===== src/rtl/dmt_pkg.sv =====
package dmt_pkg;
   typedef enum logic [1:0] {
      MODE_PWM   = 2'd0,
      MODE_CAP2  = 2'd1,
      MODE_DUAL  = 2'd2,
      MODE_MIXED = 2'd3
   } dmt_mode_e;

   localparam int ADDR_W = 3;

   localparam logic [ADDR_W-1:0] A_CTRL  = 3'd0;
   localparam logic [ADDR_W-1:0] A_RLD_A = 3'd1;
   localparam logic [ADDR_W-1:0] A_RLD_B = 3'd2;
   localparam logic [ADDR_W-1:0] A_CAP_A = 3'd3;
   localparam logic [ADDR_W-1:0] A_CAP_B = 3'd4;
   localparam logic [ADDR_W-1:0] A_CNT_A = 3'd5;
   localparam logic [ADDR_W-1:0] A_CNT_B = 3'd6;
   localparam logic [ADDR_W-1:0] A_FLAGS = 3'd7;

   localparam int B_RUN   = 2;
   localparam int B_POL_A = 3;
   localparam int B_POL_B = 4;
   localparam int B_SRC_A = 5;
   localparam int B_SRC_B = 6;
   localparam int DIV_LSB = 8;
endpackage


===== src/rtl/dmt_prescaler.sv =====
module dmt_prescaler #(
   parameter int PRE_W = 8
) (
   input  logic             clk,
   input  logic             rst_n,
   input  logic             run,
   input  logic [PRE_W-1:0] div,
   output logic             tick
);
   logic [PRE_W-1:0] pre_q;

   assign tick = run && (pre_q == div);

   always_ff @(posedge clk or negedge rst_n) begin
      if (!rst_n) begin
         pre_q <= '0;
      end else if (!run || tick) begin
         pre_q <= '0;
      end else begin
         pre_q <= pre_q + 1'b1;
      end
   end
endmodule


===== src/rtl/dmt_edge_sync.sv =====
module dmt_edge_sync #(
   parameter int STAGES = 2
) (
   input  logic clk,
   input  logic rst_n,
   input  logic din,
   output logic rise,
   output logic fall
);
   logic [STAGES-1:0] sync_q;
   logic              prev_q;

   for (genvar i = 0; i < STAGES; i++) begin : g_stage
      if (i == 0) begin : g_first
         always_ff @(posedge clk or negedge rst_n) begin
            if (!rst_n) sync_q[0] <= 1'b0;
            else        sync_q[0] <= din;
         end
      end else begin : g_next
         always_ff @(posedge clk or negedge rst_n) begin
            if (!rst_n) sync_q[i] <= 1'b0;
            else        sync_q[i] <= sync_q[i-1];
         end
      end
   end

   always_ff @(posedge clk or negedge rst_n) begin
      if (!rst_n) prev_q <= 1'b0;
      else        prev_q <= sync_q[STAGES-1];
   end

   assign rise = sync_q[STAGES-1] & ~prev_q;
   assign fall = ~sync_q[STAGES-1] & prev_q;
endmodule


===== src/rtl/dmt_unit.sv =====
module dmt_unit #(
   parameter int W = 16
) (
   input  logic         clk,
   input  logic         rst_n,
   input  logic         run,
   input  logic         step,
   input  logic [W-1:0] idle_val,
   input  logic [W-1:0] reload_val,
   input  logic         cap_stb,
   output logic [W-1:0] cnt,
   output logic [W-1:0] cap,
   output logic         uf_p,
   output logic         cap_p
);
   assign uf_p  = run && step && (cnt == '0);
   assign cap_p = run && cap_stb;

   always_ff @(posedge clk or negedge rst_n) begin
      if (!rst_n) begin
         cnt <= '0;
      end else if (!run) begin
         cnt <= idle_val;
      end else if (step) begin
         if (cnt == '0) cnt <= reload_val;
         else           cnt <= cnt - 1'b1;
      end
   end

   always_ff @(posedge clk or negedge rst_n) begin
      if (!rst_n) begin
         cap <= '0;
      end else if (cap_p) begin
         cap <= cnt;
      end
   end
endmodule


===== src/rtl/dual_mode_timer.sv =====
module dual_mode_timer
   import dmt_pkg::*;
#(
   parameter int CNT_W       = 16,
   parameter int PRE_W       = 8,
   parameter int SYNC_STAGES = 2
) (
   input  logic              clk,
   input  logic              rst_n,
   input  logic              cfg_we,
   input  logic [2:0]        cfg_addr,
   input  logic [CNT_W-1:0]  cfg_wdata,
   output logic [CNT_W-1:0]  cfg_rdata,
   input  logic              ev_a_in,
   input  logic              ev_b_in,
   output logic              pwm_o,
   output logic              uflow_a_o,
   output logic              uflow_b_o,
   output logic              cap_a_o,
   output logic              cap_b_o
);
   localparam int NUNITS = 2;
   localparam int NFLAGS = 2 * NUNITS;

   if (CNT_W < 8) begin : g_bad_width
      $error("dual_mode_timer: CNT_W must be at least 8");
   end
   if (DIV_LSB + PRE_W > CNT_W) begin : g_bad_pre
      $error("dual_mode_timer: prescaler field does not fit the control word");
   end
   if (SYNC_STAGES < 2) begin : g_bad_sync
      $error("dual_mode_timer: at least two synchronizer stages are required");
   end

   // configuration
   logic [CNT_W-1:0]  ctrl_q;
   logic [CNT_W-1:0]  rld_q [NUNITS];
   logic [NFLAGS-1:0] flags_q;
   logic              pwm_q;

   dmt_mode_e         mode;
   logic              run;
   logic [PRE_W-1:0]  div;
   logic [NUNITS-1:0] pol, src_ext;

   assign mode       = dmt_mode_e'(ctrl_q[1:0]);
   assign run        = ctrl_q[B_RUN];
   assign div        = ctrl_q[DIV_LSB +: PRE_W];
   assign pol[0]     = ctrl_q[B_POL_A];
   assign pol[1]     = ctrl_q[B_POL_B];
   assign src_ext[0] = ctrl_q[B_SRC_A];
   assign src_ext[1] = ctrl_q[B_SRC_B];

   always_ff @(posedge clk or negedge rst_n) begin
      if (!rst_n) begin
         ctrl_q   <= '0;
         rld_q[0] <= '0;
         rld_q[1] <= '0;
      end else if (cfg_we) begin
         case (cfg_addr)
            A_CTRL:  ctrl_q   <= cfg_wdata;
            A_RLD_A: rld_q[0] <= cfg_wdata;
            A_RLD_B: rld_q[1] <= cfg_wdata;
            default: ;
         endcase
      end
   end

   // time base and event inputs
   logic tick;
   logic [NUNITS-1:0] ev_in, ev_rise, ev_fall, ev_sel;

   assign ev_in = {ev_b_in, ev_a_in};

   dmt_prescaler #(.PRE_W(PRE_W)) u_pre (
      .clk  (clk),
      .rst_n(rst_n),
      .run  (run),
      .div  (div),
      .tick (tick)
   );

   for (genvar u = 0; u < NUNITS; u++) begin : g_sync
      dmt_edge_sync #(.STAGES(SYNC_STAGES)) u_sync (
         .clk  (clk),
         .rst_n(rst_n),
         .din  (ev_in[u]),
         .rise (ev_rise[u]),
         .fall (ev_fall[u])
      );
      assign ev_sel[u] = pol[u] ? ev_fall[u] : ev_rise[u];
   end

   // role assignment by mode
   logic [NUNITS-1:0] step, cap_stb, uf_p, cap_p;
   logic [CNT_W-1:0]  reload_v [NUNITS];
   logic [CNT_W-1:0]  cnt      [NUNITS];
   logic [CNT_W-1:0]  cap      [NUNITS];

   always_comb begin
      step        = '0;
      cap_stb     = '0;
      reload_v[0] = rld_q[0];
      reload_v[1] = rld_q[1];
      case (mode)
         MODE_PWM: begin
            step[0]     = tick;
            reload_v[0] = pwm_q ? rld_q[1] : rld_q[0];
         end
         MODE_CAP2: begin
            step    = {tick, tick};
            cap_stb = ev_sel;
         end
         MODE_DUAL: begin
            for (int u = 0; u < NUNITS; u++) begin
               step[u] = src_ext[u] ? ev_rise[u] : tick;
            end
         end
         MODE_MIXED: begin
            step[0]    = ev_rise[0];
            step[1]    = tick;
            cap_stb[1] = ev_sel[1];
         end
         default: ;
      endcase
   end

   for (genvar u = 0; u < NUNITS; u++) begin : g_unit
      dmt_unit #(.W(CNT_W)) u_unit (
         .clk       (clk),
         .rst_n     (rst_n),
         .run       (run),
         .step      (step[u]),
         .idle_val  (rld_q[u]),
         .reload_val(reload_v[u]),
         .cap_stb   (cap_stb[u]),
         .cnt       (cnt[u]),
         .cap       (cap[u]),
         .uf_p      (uf_p[u]),
         .cap_p     (cap_p[u])
      );
   end

   // PWM phase: high while counting reload A, low while counting reload B
   always_ff @(posedge clk or negedge rst_n) begin
      if (!rst_n) begin
         pwm_q <= 1'b1;
      end else if (!run) begin
         pwm_q <= 1'b1;
      end else if (mode == MODE_PWM && uf_p[0]) begin
         pwm_q <= ~pwm_q;
      end
   end

   assign pwm_o = pwm_q && run && (mode == MODE_PWM);

   // sticky flags, write one to clear, a new event wins over a clear
   logic [NFLAGS-1:0] flag_set, flag_clr;

   assign flag_set = {cap_p, uf_p};
   assign flag_clr = (cfg_we && cfg_addr == A_FLAGS) ? cfg_wdata[NFLAGS-1:0] : '0;

   always_ff @(posedge clk or negedge rst_n) begin
      if (!rst_n) flags_q <= '0;
      else        flags_q <= (flags_q & ~flag_clr) | flag_set;
   end

   assign uflow_a_o = flags_q[0];
   assign uflow_b_o = flags_q[1];
   assign cap_a_o   = flags_q[2];
   assign cap_b_o   = flags_q[3];

   always_comb begin
      case (cfg_addr)
         A_CTRL:  cfg_rdata = ctrl_q;
         A_RLD_A: cfg_rdata = rld_q[0];
         A_RLD_B: cfg_rdata = rld_q[1];
         A_CAP_A: cfg_rdata = cap[0];
         A_CAP_B: cfg_rdata = cap[1];
         A_CNT_A: cfg_rdata = cnt[0];
         A_CNT_B: cfg_rdata = cnt[1];
         default: cfg_rdata = CNT_W'(flags_q);
      endcase
   end
endmodule


===== config.mk =====
export PLATFORM = sky130hd
export DESIGN_NAME = dual_mode_timer
export DESIGN_NICKNAME = d
export VERILOG_FILES = /design/src/rtl/dmt_pkg.sv /design/src/rtl/dmt_prescaler.sv /design/src/rtl/dmt_edge_sync.sv /design/src/rtl/dmt_unit.sv /design/src/rtl/dual_mode_timer.sv
export SDC_FILE = /design/constraint.sdc
export NUM_CORES = 1
export LEC_CHECK = 0
export BUFFER_PORTS_ARGS = -buffer_cell sky130_fd_sc_hd__buf_2
export CAP_MARGIN = 5
export CORE_MARGIN = 5
export CORE_UTILIZATION = 50
export CTS_CLUSTER_DIAMETER = 80
export DETAILED_ROUTE_END_ITERATION = 12
export GPL_TIMING_DRIVEN = 0
export PLACE_DENSITY = 0.79
export SYNTH_ARGS = -nofsm -noshare
export SYNTH_HDL_FRONTEND = slang
export SYNTH_SLANG_ARGS = --single-unit
export TNS_END_PERCENT = 50

===== constraint.sdc =====
create_clock -name clk -period 2.2 [get_ports clk]
set_input_delay 0 -clock clk [delete_from_list [all_inputs] [get_ports clk]]
set_output_delay 0 -clock clk [all_outputs]
set_load 0.01 [all_outputs]

==> run summary <==
Clock transition at path regs -> 60 ps
Reg power frac -> 38.2%
cell count after synthesis -> 726
CP endpoint kind -> flop
area of the multi-input gates -> 0.00413 mm2
crit path max fanout -> 8
dpl ws -> -260 ps
number of global-route vias before repair -> 6,422
R2R Path Start -> g_unit[0].u_unit.cnt[3]$_DFFE_PN0P_
gp weighted congestion -> 0.990
post-route ant nets -> 0
Setup Skew -> 8.07 ps
post-route setup slack -> 32.3 ps
sequential share of the synthesized area -> 43.0%
Max H-tree Level -> 4
fmax -> 461 MHz
core footprint -> 0.0151 mm2
Via Count -> 6,686
share of layout cells above drive strength 1 -> 28.0%
post-layout min period -> 2170 ps
WS Path Type -> reg2reg
Routed WL -> 24,000 um
Yosys top cell area share -> 42.7%
Initial DRT Pass Iterations -> 6
die area -> 0.0178 mm2
Die Width -> 133 um
synth cell count leaders -> 130 x dfrtp_1, 84 x mux2_2, 68 x nand2_1, 63 x nor2_1, 30 x mux2i_1
IO Pins -> 45
Setup TNS -> 0 ps
Int Power -> 0.00690 W
FF-to-FF path depth -> 6
leading post-synthesis cells by cell area -> dfrtp_1 43%, mux2_2 12%, mux2i_1 3.9%
crit path to -> g_unit[0].u_unit.cnt[15]$_DFFE_PN0P_
RSZ-0062 raised after global routing -> yes
initial antenna violation count -> 0
cell area after synthesis -> 0.00762 mm2
iteration-0 DRC count of the detailed router -> 759
Longest Clk Path Bufs -> 2
synthesized flop and latch total -> 131
clock share of power -> 29.6%
ys async rst share -> 100%
# diodes -> 0
Initial Util -> 50.5%
Slew HR -> 49.6%
worst vdd ir -> 752 uV
total grt overflow -> 0
fin nets -> 847
wire per inst -> 23.6 um
global-route usage over all layers -> 27.1%
CTS tree -> built
FP Rows -> 45
PwrDens -> 1180 mW/mm2
Critical Path RT -> 2580 ps
Synth cell types -> 75
Max Cap Violations -> 0
Mapped Nets -> 755
total CTS buffers -> 17
Filler cells -> 1,224
worst reg2reg setup slack -> 30 ps
CP Launch Point -> g_unit[0].u_unit.cnt[3]$_DFFE_PN0P_
clock root buffer -> clkbuf_16
Synth Warn # -> 0
Yosys top cell by area -> dfrtp_1
Logic pwr share -> 32.1%
pin count of the biggest net entering global routing -> 72
status -> completed
worst r2r dst -> g_unit[0].u_unit.cnt[15]$_DFFE_PN0P_
Final period util -> 98.5%
register area -> 0.00328 mm2
# clock sinks -> 131
ys flop type -> dfrtp_1
EDFF count, synth -> 0
Sw Pwr -> 0.00392 W
Least-Margin Pin Slew -> 750 ps
P&R area growth vs syn -> 19.9%
Avg Inst Size Synth -> 10.5 um2
Switching Share -> 36.3%
startpoint types -> flop
hold crit path type -> in2async
post-detailed-placement half-perimeter wirelength -> 16,700 um
Die H -> 133 um
Leak Pwr -> 3.88 nW
I/O Buffers -> 42
Hold Violations, Final -> 0
worst skew pair latency -> 440 ps
CP Data Arrival Time -> 2540 ps
count leader, synth -> dfrtp_1
Slew Viols, Final -> 0
Setup violations, final -> 0
vias per cell -> 6.57
first-pass GRT wire length -> 36,900 um
DRC errors left -> 0
[metrics by stage]
step	power, W	instances	instance area [um2]	utilization (%)	hold WS [ps]
finish	0.0108	1018	9140	60.6	101
global route	0.0113	1018	9140	60.6	155
CTS	0.0106	1011	9020	59.8	125
detailed placement	0.00728	957	8100	53.7	10.7
global placement	0.00716	956	8070	53.5	108
floorplan	0.00613	726	7620	-	-296
[sequential cells by signal, indices dropped and copies added (netlist names)]
signal / cells
g_unit.u_unit.cap: 32
g_unit.u_unit.cnt: 32
ctrl_q: 16
reload_v: 16
rld_q: 16
u_pre.pre_q: 8
flags_q: 4
g_sync.u_sync.sync_q: 4
g_sync.u_sync.prev_q: 2
pwm_q: 1
[layer usage]
| metal | global-route usage [%] | share of wire (%) |
|---|---|---|
| met1 | 36.1 | 41 |
| met2 | 41.1 | 45 |
| met3 | 7.59 | 9.9 |
| met4 | 13.1 | 4.8 |
| met5 | 0 | 0 |
[kinds of logic after synthesis]
family                   after synthesis  synth area share [%]
multiplexers                         119                  17.7
AND/OR/NAND/NOR                      229                  16.5
AO/OA/AOI/OAI                        155                  15.1
XOR/XNOR                              26                  2.99
adder cells (fa/ha/maj)                5                 0.821
buffers and inverters                 61                  3.91
flip-flops                           131                  43.0
[worst max-delay path, stage by stage, from the launching register on]
cell and delay (ps):
dfrtp_1 360, buf_2 210, nor4_4 520, nand4_1 180, xor2_1 180, a2111oi_0 470, a311o_1 170
[cell usage in the layout, fill, tap and decap left out, types with 5 or more instances in the layout]
master and count:
dlygate4sd3_1 19, xnor2_1 6, o221ai_1 9, nor4_4 5
a221o_1 10, nor3_1 6, xor2_1 20, mux2_2 84
nand2_1 68, buf_2 59, buf_4 16, o2bb2ai_1 6
nor2b_1 26, buf_6 5, o21ai_0 21, dfrtp_1 128
nand3_1 12, nor2_1 61, clkbuf_1 19, bufinv_16 6
inv_1 7, a211oi_1 12, a211o_1 10, and3_1 6
a21oi_1 18, clkbuf_16 17, a31oi_1 13, mux2i_1 30
[worst min-delay path by stage]
stage                 start                                   end  slack, ps  depth (start not counted)
floorplan             rst_n                 ctrl_q[0]$_DFFE_PN0P_       -300                          0
global placement    ev_a_in  g_sync[0].u_sync.sync_q[0]$_DFF_PN0_        110                          1
detailed placement    rst_n                 rld_q[18]$_DFFE_PN0P_         10                          1
CTS                   rst_n  g_sync[1].u_sync.sync_q[0]$_DFF_PN0_        130                          2
global route         cfg_we                  flags_q[2]$_DFF_PN0_        150                          5
finish                rst_n  g_sync[1].u_sync.sync_q[0]$_DFF_PN0_        100                          2
[final cells by class]
class / instances / area share, %
plain buffers: 52 / 3.13
clock buffers: 22 / 4.97
clock inverters: 9 / 2.22
inverters: 9 / 0.370
multi-input cells: 534 / 45.2
flip-flops and latches: 131 / 35.9
well taps: 188 / 2.57
repair buffers: 73 / 5.65
[repair_timing]
action / in CTS / in global routing
endpoints found under the setup margin: 42 / 44
pin swaps: 2 / 3
endpoints found under the hold margin: 114 / 0
resized for setup: 11 / 22
hold buffers: 19 / 0
buffers inserted: 4 / 7
[power by group through the flow]
stage | sequential [W] | clock, W | combinational [W]
floorplan | 0.00377 | 0 | 0.00236
global placement | 0.00407 | 0 | 0.00309
detailed placement | 0.00412 | 0 | 0.00316
CTS | 0.00409 | 0.00322 | 0.00329
global route | 0.00421 | 0.00334 | 0.00374
finish | 0.00414 | 0.00321 | 0.00347
No activity file was read; power rests on OpenSTA's default activity.
